### config.mk
export PLATFORM = sky130hd
export DESIGN_NAME = eff_addr_gen
export DESIGN_NICKNAME = d
export VERILOG_FILES = /design/src/rtl/eag_pkg.sv /design/src/rtl/eag_ctrl.sv /design/src/rtl/eag_datapath.sv /design/src/rtl/eff_addr_gen.sv
export SDC_FILE = /design/constraint.sdc
export NUM_CORES = 1
export LEC_CHECK = 0
export BUFFER_PORTS_ARGS = -buffer_cell sky130_fd_sc_hd__buf_4
export CAP_MARGIN = 20
export CORE_MARGIN = 5
export CORE_UTILIZATION = 48
export DETAILED_ROUTE_END_ITERATION = 8
export GPL_ROUTABILITY_DRIVEN = 0
export PLACE_DENSITY_LB_ADDON = 0.12
export SETUP_SLACK_MARGIN = 0.3
export SLEW_MARGIN = 20
export SYNTH_ARGS = -nofsm -noshare
export SYNTH_HDL_FRONTEND = slang
export SYNTH_SLANG_ARGS = --single-unit
### constraint.sdc
create_clock -name vclk -period 5.8
set_input_delay 0.87 -clock vclk [all_inputs]
set_output_delay 0.87 -clock vclk [all_outputs]
set_load 0.01 [all_outputs]
### src/rtl/eag_pkg.sv
package eag_pkg;

  typedef enum logic [2:0] {
    MODE_BASE_OFS = 3'd0,
    MODE_PC_REL   = 3'd1,
    MODE_JUMP     = 3'd2,
    MODE_INDEXED  = 3'd3,
    MODE_SCALED   = 3'd4,
    MODE_UPDATE   = 3'd5,
    MODE_REG_IND  = 3'd6,
    MODE_NONE     = 3'd7
  } mode_e;

  typedef enum logic [0:0] {SRC_A_BASE, SRC_A_PC} srcA_e;
  typedef enum logic [1:0] {SRC_B_ZERO, SRC_B_IMM, SRC_B_INDEX} srcB_e;
  typedef enum logic [1:0] {SRC_C_ZERO, SRC_C_NARROW, SRC_C_WIDE} srcC_e;

  typedef struct packed {
    srcA_e      aSel;
    srcB_e      bSel;
    srcC_e      cSel;
    logic [1:0] shiftAmt;
    logic       jumpPath;
    logic       zeroOut;
    logic       wbEn;
    logic [2:0] incStep;
  } eagStrobes_t;

endpackage

### src/rtl/eag_ctrl.sv
module eag_ctrl
  import eag_pkg::*;
(
  input  logic [2:0]  modeSel,
  input  logic [1:0]  dispSel,
  input  logic [1:0]  scaleCode,
  input  logic [1:0]  sizeCode,
  output eagStrobes_t strobes
);

  mode_e modeE;
  assign modeE = mode_e'(modeSel);

  always_comb begin
    strobes          = '0;
    strobes.aSel     = SRC_A_BASE;
    strobes.bSel     = SRC_B_ZERO;
    strobes.cSel     = SRC_C_ZERO;
    unique case (modeE)
      MODE_BASE_OFS: strobes.bSel = SRC_B_IMM;
      MODE_PC_REL: begin
        strobes.aSel = SRC_A_PC;
        strobes.bSel = SRC_B_IMM;
      end
      MODE_JUMP:     strobes.jumpPath = 1'b1;
      MODE_INDEXED:  strobes.bSel = SRC_B_INDEX;
      MODE_SCALED: begin
        strobes.bSel     = SRC_B_INDEX;
        strobes.shiftAmt = scaleCode;
        case (dispSel)
          2'd1:    strobes.cSel = SRC_C_NARROW;
          2'd2:    strobes.cSel = SRC_C_WIDE;
          default: strobes.cSel = SRC_C_ZERO;
        endcase
      end
      MODE_UPDATE: begin
        strobes.bSel = SRC_B_IMM;
        strobes.wbEn = 1'b1;
        case (sizeCode)
          2'd0:    strobes.incStep = 3'd1;
          2'd1:    strobes.incStep = 3'd2;
          default: strobes.incStep = 3'd4;
        endcase
      end
      MODE_REG_IND:  strobes.bSel = SRC_B_ZERO;
      default:       strobes.zeroOut = 1'b1;
    endcase
  end

  // at most one of the special output paths is active at a time
  always_comb begin
    p_paths_exclusive_r10: assert ($onehot0({strobes.jumpPath, strobes.zeroOut, strobes.wbEn}))
      else $error("more than one output path strobe active");
  end

endmodule

### src/rtl/eag_datapath.sv
module eag_datapath
  import eag_pkg::*;
#(
  parameter int ADDR_W       = 32,
  parameter int SHORT_IMM_W  = 16,
  parameter int NARROW_DSP_W = 8,
  parameter int JUMP_FIELD_W = 26
) (
  input  eagStrobes_t       strobes,
  input  logic [ADDR_W-1:0] pcVal,
  input  logic [ADDR_W-1:0] baseVal,
  input  logic [ADDR_W-1:0] indexVal,
  input  logic [ADDR_W-1:0] immField,
  output logic [ADDR_W-1:0] effAddr,
  output logic [ADDR_W-1:0] newBase
);

  localparam int PC_HI_W = ADDR_W - JUMP_FIELD_W - 2;

  logic [ADDR_W-1:0] opA, opB, opC, sumAddr, jumpAddr, stepExt, stepDiff;

  always_comb begin
    opA = (strobes.aSel == SRC_A_PC) ? pcVal : baseVal;
    case (strobes.bSel)
      SRC_B_IMM:   opB = {{(ADDR_W-SHORT_IMM_W){immField[SHORT_IMM_W-1]}},
                          immField[SHORT_IMM_W-1:0]};
      SRC_B_INDEX: opB = indexVal << strobes.shiftAmt;
      default:     opB = '0;
    endcase
    case (strobes.cSel)
      SRC_C_NARROW: opC = {{(ADDR_W-NARROW_DSP_W){immField[NARROW_DSP_W-1]}},
                           immField[NARROW_DSP_W-1:0]};
      SRC_C_WIDE:   opC = immField;
      default:      opC = '0;
    endcase
  end

  assign sumAddr  = opA + opB + opC;
  assign jumpAddr = {pcVal[ADDR_W-1 -: PC_HI_W], immField[JUMP_FIELD_W-1:0], 2'b00};
  assign stepExt  = {{(ADDR_W-3){1'b0}}, strobes.incStep};

  always_comb begin
    if (strobes.zeroOut)       effAddr = '0;
    else if (strobes.jumpPath) effAddr = jumpAddr;
    else                       effAddr = sumAddr;
  end

  assign newBase  = strobes.wbEn ? (baseVal + stepExt) : baseVal;
  assign stepDiff = newBase - baseVal;

  // a jump target keeps the PC region and is word aligned
  always_comb begin
    if (strobes.jumpPath) begin
      p_jump_frame_r3: assert (effAddr[1:0] == 2'b00 &&
                               effAddr[ADDR_W-1 -: PC_HI_W] == pcVal[ADDR_W-1 -: PC_HI_W])
        else $error("jump target frame broken");
    end
  end

  // the written-back base differs from the old one by 1, 2 or 4 (mod 2^32)
  always_comb begin
    if (strobes.wbEn) begin
      p_update_step_r7: assert (stepDiff == 1 || stepDiff == 2 || stepDiff == 4)
        else $error("update step not a legal operand size");
    end
  end

endmodule

### src/rtl/eff_addr_gen.sv
module eff_addr_gen
  import eag_pkg::*;
#(
  parameter int ADDR_W       = 32,
  parameter int SHORT_IMM_W  = 16,
  parameter int NARROW_DSP_W = 8,
  parameter int JUMP_FIELD_W = 26
) (
  input  logic [2:0]        modeSel,
  input  logic [1:0]        dispSel,
  input  logic [1:0]        scaleCode,
  input  logic [1:0]        sizeCode,
  input  logic [ADDR_W-1:0] pcVal,
  input  logic [ADDR_W-1:0] baseVal,
  input  logic [ADDR_W-1:0] indexVal,
  input  logic [ADDR_W-1:0] immField,
  output logic [ADDR_W-1:0] effAddr,
  output logic [ADDR_W-1:0] newBase,
  output logic              baseWrEn
);

  eagStrobes_t strobes;

  eag_ctrl u_ctrl (
    .modeSel  (modeSel),
    .dispSel  (dispSel),
    .scaleCode(scaleCode),
    .sizeCode (sizeCode),
    .strobes  (strobes)
  );

  eag_datapath #(
    .ADDR_W      (ADDR_W),
    .SHORT_IMM_W (SHORT_IMM_W),
    .NARROW_DSP_W(NARROW_DSP_W),
    .JUMP_FIELD_W(JUMP_FIELD_W)
  ) u_dp (
    .strobes (strobes),
    .pcVal   (pcVal),
    .baseVal (baseVal),
    .indexVal(indexVal),
    .immField(immField),
    .effAddr (effAddr),
    .newBase (newBase)
  );

  assign baseWrEn = strobes.wbEn;

  // without write-back the base leaves the block unchanged
  always_comb begin
    if (!baseWrEn) begin
      p_base_held_r10: assert (newBase == baseVal)
        else $error("base changed without write-back");
    end
  end

  // register-indirect mode passes the base straight through
  always_comb begin
    if (modeSel == 3'd6) begin
      p_reg_indirect_r8: assert (effAddr == baseVal)
        else $error("register-indirect address differs from base");
    end
  end

endmodule

==> flow_summary.json <==
{
  "status": "finished with violations",
  "violations": "setup timing",
  "first_iter_violations": 589,
  "path_max_fanout": 17,
  "tightest_slew_ns": 1.325,
  "grtUsageTotal_pct": 32.12,
  "syn_area_per_cell_um2": 7.074,
  "grt_pass1_vias": 7159,
  "drc": 0,
  "max_cap_violations": 0,
  "muxShareOfSynthArea_pct": 12.06,
  "grt_overflow": 0,
  "synth-simple-area-share_pct": 21.56,
  "nClkBuffers": 0,
  "ios": 202,
  "start_kind": "input pin",
  "period_minus_slack_ns": 6.039,
  "period_share_pct": 104.1,
  "seqCellArea_um2": 0,
  "layout_common_cells": "buf_4, nand2_1, inv_1",
  "synth_xor_area_share_pct": 8.703,
  "worstPathRequired_ns": 4.93,
  "ant_nets": 0,
  "post-place-ws_ns": -0.2851,
  "core_area_mm2": 0.01089,
  "antenna_found_initial": 0,
  "synthAdderAreaFrac_pct": 21.06,
  "fin_util_pct": 79.80,
  "layout_commonest_cell": "buf_4",
  "nFillCells": 682,
  "design.seq.count": 0,
  "hp-start": "baseVal[30]",
  "ys_warn_count": 0,
  "grt_pass1_wl_um": 34780,
  "synth_compound_gate_area_share_pct": 27.54,
  "fp.dieH_um": 115.4,
  "leakagePower_uw": 0.004215,
  "hold_class": "in2out",
  "dieArea_mm2": 0.01332,
  "drive_gt1_share_pct": 45.31,
  "relSlewSlack_pct": 11.64,
  "tns_ns": -2.051,
  "route.vias.total": 7198,
  "wire_per_inst_um": 20.32,
  "critical_path_class": "in2out",
  "wl_um": 23870,
  "rsz0062_at_grt": "true",
  "port_buffers": 202,
  "synth_top_family_by_area": "compound AO/OA/AOI/OAI gates",
  "viasPerCell": 6.126,
  "initial_core_util_pct": 48.99,
  "syn_nets": 961,
  "slew_viol_final": 0,
  "grt_max_degree": 38,
  "synthCells": 754,
  "setup-violations-final": 18,
  "p_per_area_mw_per_mm2": 100.6,
  "setup_ws_ns": -0.2392,
  "rows": 38,
  "startpoint": "modeSel[1]",
  "cts_hold_buffers": 0,
  "area_delta_synth_final_pct": 62.89,
  "cp-end-kind": "output pin",
  "finalHoldViolations": 0,
  "ys_types": 74,
  "ir_drop_v": 0.00006110,
  "layout.nets": 1244,
  "dp.final_hpwl_um": 17960,
  "syn_area_mm2": 0.005334,
  "clock.fmax_mhz": 165.6,
  "first_pass_iters": 5,
  "yosysSeqAreaShare_pct": 0,
  "worstPathArrival_ns": 5.17,
  "die_w_um": 115.4,
  "antenna_cells": 0
}
==> routing by layer <==
metal | track usage, % | part of all wire [%]
met1 | 38.03 | 34
met3 | 3.603 | 9.4
met4 | 16.28 | 6.8
met5 | 0 | 0
met2 | 57.21 | 49
==> cell families after synthesis <==
group | Yosys count
mux | 63
xor+xnor | 53
fa+ha+maj | 70
simple gates | 230
compound gates | 221
buf+inv | 117
==> Yosys cell counts (all sizes together) (2+ instances only) <==
| cell type | instances | area (um^2) |
|---|---|---|
| inv | 77 | 289.0 |
| nor3b | 6 | 61.31 |
| nor3 | 7 | 45.04 |
| or4 | 2 | 15.01 |
| xor2 | 20 | 175.2 |
| o22ai | 30 | 187.7 |
| nor2 | 42 | 157.7 |
| o22a | 2 | 17.52 |
| or2 | 13 | 81.33 |
| a211oi | 12 | 90.09 |
| nand4 | 6 | 43.79 |
| nand2b | 4 | 25.02 |
| o2111ai | 4 | 35.03 |
| a21o | 37 | 277.8 |
| ha | 37 | 462.9 |
| a31o | 2 | 17.52 |
| o21bai | 20 | 150.1 |
| xnor2 | 33 | 289.0 |
| a31oi | 4 | 25.02 |
| nand2 | 97 | 369.1 |
| and2 | 4 | 26.28 |
| nor4b | 2 | 23.77 |
| and4 | 3 | 26.28 |
| and3 | 10 | 63.81 |
| and2b | 2 | 16.27 |
| mux2i | 62 | 620.6 |
| nand3 | 23 | 115.1 |
| a21oi | 64 | 339.1 |
| a311oi | 2 | 41.29 |
| buf | 13 | 75.07 |
| nand3b | 2 | 27.53 |
| o21ai | 30 | 150.1 |
| clkbuf | 26 | 107.6 |
| nor2b | 3 | 21.27 |
| o211ai | 3 | 36.28 |
| fa | 33 | 660.6 |
==> final cells by class <==
cell class / count / area, um^2 / share of cell area [%]
Inverter: 77 / 289.0 / 3.327
Multi-Input combinational cell: 637 / 5669 / 65.25
Timing Repair Buffer: 321 / 2555 / 29.41
Tap cell: 140 / 175.2 / 2.016
==> worst max-delay path, stage by stage <==
cell and delay (ns):
buf_8 0.10, nor3b_4 0.21, buf_6 0.14, nand2_2 0.06
buf_12 0.15, buf_4 0.14, mux2i_1 0.14, o22ai_1 0.18
a21oi_1 0.07, or2_2 0.29, fa_1 0.56, inv_2 0.05
ha_4 0.28, a211o_1 0.17, o22a_1 0.20, o211ai_1 0.12
buf_4 0.18, buf_6 0.12, o311ai_2 0.25, buf_4 0.19
buf_4 0.12, xor2_1 0.15, nand2_1 0.08, a21oi_1 0.18
buf_4 0.16
==> per-stage QoR <==
stage / cell area [um^2] / hold WS [ns] / cells / total power, uW
floorplan: 5697 / 1.820 / 754 / 425.0
global route: 8688 / 2.044 / 1175 / 934.2
CTS: 8264 / 2.036 / 1159 / 798.3
finish: 8688 / 2.032 / 1175 / 874.1
global placement: 7774 / 2.029 / 1138 / 730.3
detailed placement: 7774 / 2.034 / 1138 / 750.5
==> final timing paths <==
| check | end | cells past startpoint |
|---|---|---|
| max | effAddr[18] | 25 |
| min | newBase[30] | 3 |
==> where the power goes <==
part | internal [uW] | leakage, uW | total (uW) | switching (uW)
Sequential | 0 | 0 | 0 | 0
Combinational | 429 | 0.00421 | 874 | 445
Clock | 0 | 0 | 0 | 0
==> timing repair <==
action / CTS / global route
pin swaps: 49 / 45
setup buffers: 21 / 16
gates resized for setup: 70 / 62
setup endpoints to repair: 23 / 26
cloned: 0 / 0
Power figures use the tool's default switching activity.
